## config.mk

```make
export PLATFORM = sky130hd
export DESIGN_NAME = apd_preempt_timer
export DESIGN_NICKNAME = d
export VERILOG_FILES = /design/src/rtl/apd_pkg.sv /design/src/rtl/apd_edge_detect.sv /design/src/rtl/apd_code_decode.sv /design/src/rtl/apd_countdown.sv /design/src/rtl/apd_ctrl.sv /design/src/rtl/apd_preempt_timer.sv
export SDC_FILE = /design/constraint.sdc
export NUM_CORES = 1
export LEC_CHECK = 0
export BUFFER_PORTS_ARGS = -buffer_cell sky130_fd_sc_hd__buf_4
export CAP_MARGIN = 20
export CORE_MARGIN = 2
export CORE_UTILIZATION = 55
export DETAILED_ROUTE_END_ITERATION = 6
export PLACE_DENSITY = 0.76
export SKIP_LAST_GASP = 1
export SYNTH_ARGS = -nofsm -noshare
export SYNTH_HDL_FRONTEND = slang
export SYNTH_SLANG_ARGS = --single-unit
```

## constraint.sdc

```tcl
create_clock -name clk_i -period 4.26 [get_ports clk_i]
set_input_delay 0.639 -clock clk_i [delete_from_list [all_inputs] [get_ports clk_i]]
set_output_delay 0.639 -clock clk_i [all_outputs]
set_load 0.02 [all_outputs]
```

## src/rtl/apd_pkg.sv

```systemverilog
package apd_pkg;
  typedef enum logic [1:0] {
    ST_IDLE = 2'd0,
    ST_WAIT = 2'd1,
    ST_ON   = 2'd2,
    ST_OFF  = 2'd3
  } apd_state_e;
endpackage

```

## src/rtl/apd_edge_detect.sv

```systemverilog
module apd_edge_detect (
  input  logic clk_i,
  input  logic rst_ni,
  input  logic sig_i,
  output logic rise_o
);
  logic sig_q;

  always_ff @(posedge clk_i or negedge rst_ni) begin
    if (!rst_ni) sig_q <= 1'b0;
    else         sig_q <= sig_i;
  end

  assign rise_o = sig_i & ~sig_q;
endmodule

```

## src/rtl/apd_code_decode.sv

```systemverilog
module apd_code_decode #(
  parameter int CODE_W = 4,
  parameter int CNT_W  = 7
) (
  input  logic [CODE_W-1:0] code_i,
  output logic              off_o,
  output logic              zero_o,
  output logic              short_o,
  output logic [CNT_W-1:0]  load_val_o
);
  localparam int SHIFT_W = CODE_W - 1;

  logic [SHIFT_W-1:0] shift;
  logic [CNT_W-1:0]   delay;

  assign shift   = code_i[SHIFT_W-1:0];
  assign off_o   = code_i[CODE_W-1];
  assign zero_o  = (shift == '0);
  assign short_o = (shift <= SHIFT_W'(1));

  // delay = 2^(shift-1); counter is loaded with delay-1
  always_comb begin
    delay = '0;
    if (!short_o) delay = {{(CNT_W-1){1'b0}}, 1'b1} << (shift - SHIFT_W'(1));
  end

  assign load_val_o = short_o ? '0 : (delay - {{(CNT_W-1){1'b0}}, 1'b1});
endmodule

```

## src/rtl/apd_countdown.sv

```systemverilog
module apd_countdown #(
  parameter int CNT_W = 7
) (
  input  logic             clk_i,
  input  logic             rst_ni,
  input  logic             load_i,
  input  logic [CNT_W-1:0] load_val_i,
  input  logic             clear_i,
  output logic             hit_o
);
  logic [CNT_W-1:0] cnt_q;
  logic             run_q;

  assign hit_o = run_q && (cnt_q == {{(CNT_W-1){1'b0}}, 1'b1});

  always_ff @(posedge clk_i or negedge rst_ni) begin
    if (!rst_ni) begin
      cnt_q <= '0;
      run_q <= 1'b0;
    end else if (load_i) begin
      cnt_q <= load_val_i;
      run_q <= 1'b1;
    end else if (clear_i || hit_o) begin
      cnt_q <= '0;
      run_q <= 1'b0;
    end else if (run_q) begin
      cnt_q <= cnt_q - {{(CNT_W-1){1'b0}}, 1'b1};
    end
  end
endmodule

```

## src/rtl/apd_ctrl.sv

```systemverilog
module apd_ctrl
  import apd_pkg::*;
(
  input  logic clk_i,
  input  logic rst_ni,
  input  logic rise_i,
  input  logic idle_i,
  input  logic off_i,
  input  logic zero_i,
  input  logic short_i,
  input  logic hit_i,
  output logic load_o,
  output logic clear_o,
  output logic en_o
);
  apd_state_e state_q, state_d;
  logic       start;

  assign start   = rise_i & ~idle_i;
  assign load_o  = start & ~off_i & ~short_i;
  assign clear_o = idle_i | (rise_i & ~load_o);

  always_comb begin
    state_d = state_q;
    if (idle_i) begin
      state_d = ST_IDLE;
    end else if (rise_i) begin
      if (off_i)        state_d = ST_OFF;
      else if (short_i) state_d = ST_ON;
      else              state_d = ST_WAIT;
    end else if (state_q == ST_WAIT && hit_i) begin
      state_d = ST_ON;
    end
  end

  always_ff @(posedge clk_i or negedge rst_ni) begin
    if (!rst_ni) state_q <= ST_IDLE;
    else         state_q <= state_d;
  end

  // zero-delay code enables in the rise cycle itself
  assign en_o = (state_q == ST_ON && !rise_i && !idle_i) | (start & ~off_i & zero_i);
endmodule

```

## src/rtl/apd_preempt_timer.sv

```systemverilog
module apd_preempt_timer #(
  parameter int CODE_W = 4
) (
  input  logic              clk_i,
  input  logic              rst_ni,
  input  logic [CODE_W-1:0] delay_code_i,
  input  logic              frame_i,
  input  logic              bus_idle_i,
  output logic              preempt_en_o
);
  localparam int MAX_EXP = (2 ** (CODE_W - 1)) - 2;
  localparam int CNT_W   = MAX_EXP + 1;

  logic             rise, off, zero, short_dly, hit, load, clear;
  logic [CNT_W-1:0] load_val;

  apd_edge_detect u_edge (
    .clk_i  (clk_i),
    .rst_ni (rst_ni),
    .sig_i  (frame_i),
    .rise_o (rise)
  );

  apd_code_decode #(.CODE_W(CODE_W), .CNT_W(CNT_W)) u_dec (
    .code_i     (delay_code_i),
    .off_o      (off),
    .zero_o     (zero),
    .short_o    (short_dly),
    .load_val_o (load_val)
  );

  apd_countdown #(.CNT_W(CNT_W)) u_cnt (
    .clk_i      (clk_i),
    .rst_ni     (rst_ni),
    .load_i     (load),
    .load_val_i (load_val),
    .clear_i    (clear),
    .hit_o      (hit)
  );

  apd_ctrl u_ctrl (
    .clk_i   (clk_i),
    .rst_ni  (rst_ni),
    .rise_i  (rise),
    .idle_i  (bus_idle_i),
    .off_i   (off),
    .zero_i  (zero),
    .short_i (short_dly),
    .hit_i   (hit),
    .load_o  (load),
    .clear_o (clear),
    .en_o    (preempt_en_o)
  );
endmodule

```

==> flow_summary.yaml <==
outcome:
  run_status: "finished, final reports clean"
die:
  die_h_um: 41.95
  full_die_area_sq_mm: 0.001759
  initial_core_util_pct: 60.11
  io_pins: 9
  num_rows: 13
  floorplan.core_area_sq_mm: 0.001318
  fp.dieW_um: 41.95
layout:
  final_core_util_pct: 66.38
  final_layout_size_suffix_gt1_share_pct: 15.69
  stdcell_count: 117
  insertedDiodeCount: 0
  flow.area_growth_from_synthesis_pct: 10.43
  num-nets-final: 114
  fillCellCount: 107
clock_network:
  postCtsSetupBuffers: 0
  ctsResizeCount: 0
  clk-insertion-delay-late_ns: 0.27
  cts_sinks: 11
  clock-root-buffer: "clkbuf_4"
  cts_tree: "yes"
  max-clock-path-buffers: 2
  cts.clk_slew.worst_paths_ns: 0.07
  ctsHoldBuffers: 0
  clock_tree.htree_level_count: 1
  numCtsBuffers: 3
min_path:
  hold_path.class: "primary input to asynchronous set/reset pin"
detailed_routing:
  drt_first_pass_iters: 4
  drtIter0Drc: 36
  postRouteWirelength_mm: 1.733
  avgViaCountPerCell: 6.325
  drt-wirelength-per-cell_um: 14.81
  drt.antenna.violating_nets: 0
  detailed_route_drc_error_count: 0
  vias_after_detailed_routing: 740
timing:
  post-route-min-period_ns: 2.274
  slew_headroom_pct: 62.79
  timing.final.hold_violations: 0
  tightestPinTransition_ns: 0.5572
  finalMaxSlewViolations: 0
  rsz0062_at_grt: "false"
  maximum_clock_rate_mhz: 439.7
  share_of_the_clock_period_used_by_the_worst_path_after_layout_pct: 53.38
  worst_skew_ns: 0.003142
  finalSetupViolations: 0
  worst_hold_slack_ns: 0.1904
  timing.setup.tns_ns: 0
synthesis:
  synth_top_cell_by_area: "dfrtp_1"
  synthArstFlopShare_pct: 100.0
  synth_nets: 105
  synth.avg_cell_area_sq_um: 8.426
  synth_top_cell_area_share_pct: 34.76
  dominantRegCellSynth: "dfrtp_1"
  ys_seq_area_share_pct: 34.76
  synth-edff-count: 0
  ys_warn_count: 0
  ys_top_cells_by_area: "dfrtp_1, nand2_1, ha_1"
  synthesized_instance_count: 94
  synth-seq-cells: 11
  synth.cell_area_sq_um: 792.0
  yosysUniqueCellTypes: 40
placement:
  hpwl_mm: 1.248
  gp_routability_congestion: 0.8971
  port_buffers: 8
  placedCellCount: 113
setup_path:
  path_max_fanout: 7
  arrival_ns: 1.64
  critPathLaunchType: "primary input"
  timing_worst_setup_path_type: "primary input to output pin"
  crit_path_capture_type: "output pin"
  worst-endpoint-required_ns: 3.62
pwr:
  worst_ir_drop_vdd_mv: 0.2858
  power.leakage_uw: 0.0004007
  power_density_mw_per_mm2: 305.3
flow_run:
  drv_cap: 0
global_routing:
  overflow: 0
  grt_start_max_net_pins: 14
  vias_in_the_first_global_route: 621
  first_pass_grt_wire_length_mm: 2.870
  total_routing_usage_reported_by_global_routing_pct: 22.02
  initial_antenna_violation_count: 0
metrics by stage:
stage	total power, uW	area [sq um]	worst slack [ns]
floorplan	174.8	792.0	2.106
global placement	193.2	847.1	2.019
detailed placement	196.5	847.1	2.000
CTS	268.5	874.6	1.996
global route	283.1	874.6	1.894
finish	267.0	874.6	1.986
kinds of logic (layout without fill, tap and decap cells):
logic type	Yosys count	in the layout	share of synthesized area (%)
AOI/OAI and AO/OA	20	20	18.33
xor gates and xnor gates	1	1	1.106
adders and majority gates	3	3	4.740
buffers and inverters	9	17	5.371
DFF	11	11	34.75
other	1	1	0.4735
and+or+nand+nor	49	49	35.23
worst max-delay path, stage by stage:
cell,delay (ns)
buf_4,0.14
nor4b_2,0.52
a32o_1,0.21
buf_4,0.14
layout make-up:
| type | count | area, sq um | share of cell area (%) |
|---|---|---|---|
| Inverter | 5 | 18.77 | 2.146 |
| Clock inverter | 1 | 5.005 | 0.5722 |
| Clock buffer | 3 | 22.52 | 2.575 |
| Tap cell | 15 | 18.77 | 2.146 |
| Sequential cell | 11 | 275.3 | 31.47 |
| Multi-Input combinational cell | 74 | 474.2 | 54.22 |
| Timing Repair Buffer | 8 | 60.06 | 6.867 |
worst paths after layout:
check / to / start / cells past startpoint / slack, ns
max: preempt_en_o / bus_idle_i / 4 / 1.99
min: u_edge.sig_q$_DFF_PN0_ / rst_ni / 1 / 0.19
max reg2reg: u_cnt.cnt_q[6]$_DFFE_PN0P_ / u_cnt.cnt_q[0]$_DFFE_PN0P_ / 6 / 2.34
min reg2reg: u_ctrl.state_q[1]$_DFFE_PN0P_ / u_ctrl.state_q[1]$_DFFE_PN0P_ / 2 / 0.56
max in group asynchronous: u_cnt.cnt_q[0]$_DFFE_PN0P_ / rst_ni / 1 / 3.92
min in group clk_i: u_edge.sig_q$_DFF_PN0_ / frame_i / 1 / 0.49
layer usage:
metal,track usage [%],up-vias,part of all wire [%]
met4,6.452,0,0.35
met5,0,-,0
li1,-,357,-
met2,35.00,29,48
met3,7.826,3,6.0
met1,28.02,351,46
flip-flops by register name, indices dropped and copies added, names as in the netlist:
name,flops
u_cnt.cnt_q,7
u_cnt.run_q,1
u_edge.sig_q,1
u_ctrl.state_q,2
cells in the final DEF (no fill, tap or decap), types with 2 or more instances in the layout:
cell type / netlist / routed
o21ai_0: 3 / 3
inv_1: 5 / 5
nor2_1: 7 / 7
clkbuf_4: 0 / 3
nor3_1: 4 / 4
a32o_1: 2 / 2
ha_1: 3 / 3
or3_1: 2 / 2
nand4b_1: 2 / 2
dfrtp_1: 11 / 11
nor2b_1: 3 / 3
buf_4: 0 / 8
o22ai_1: 2 / 2
nand2_1: 13 / 13
nand3_1: 5 / 5
a21oi_1: 4 / 4
nand3b_1: 2 / 2
report_power, final:
part / internal [uW] / total [uW] / leakage (uW) / switching [uW]
Sequential: 115 / 128 / 0.000144 / 12.5
Clock: 34.8 / 70.2 / 0.0000177 / 35.4
Combinational: 30.6 / 69.1 / 0.000239 / 38.5
Total: 181 / 267 / 0.000401 / 86.4
synth_stat cells, types with 2 or more instances:
| cell | instances |
|---|---|
| ha_1 | 3 |
| nand3_1 | 5 |
| nand4b_1 | 2 |
| a32o_1 | 2 |
| a21oi_1 | 4 |
| nor2b_1 | 3 |
| nand3b_1 | 2 |
| nor2_1 | 7 |
| clkbuf_1 | 2 |
| nand2_1 | 13 |
| nor3_1 | 4 |
| or3_1 | 2 |
| inv_1 | 5 |
| o22ai_1 | 2 |
| o21ai_0 | 3 |
| dfrtp_1 | 11 |
No activity file was read; power rests on OpenSTA's default activity.
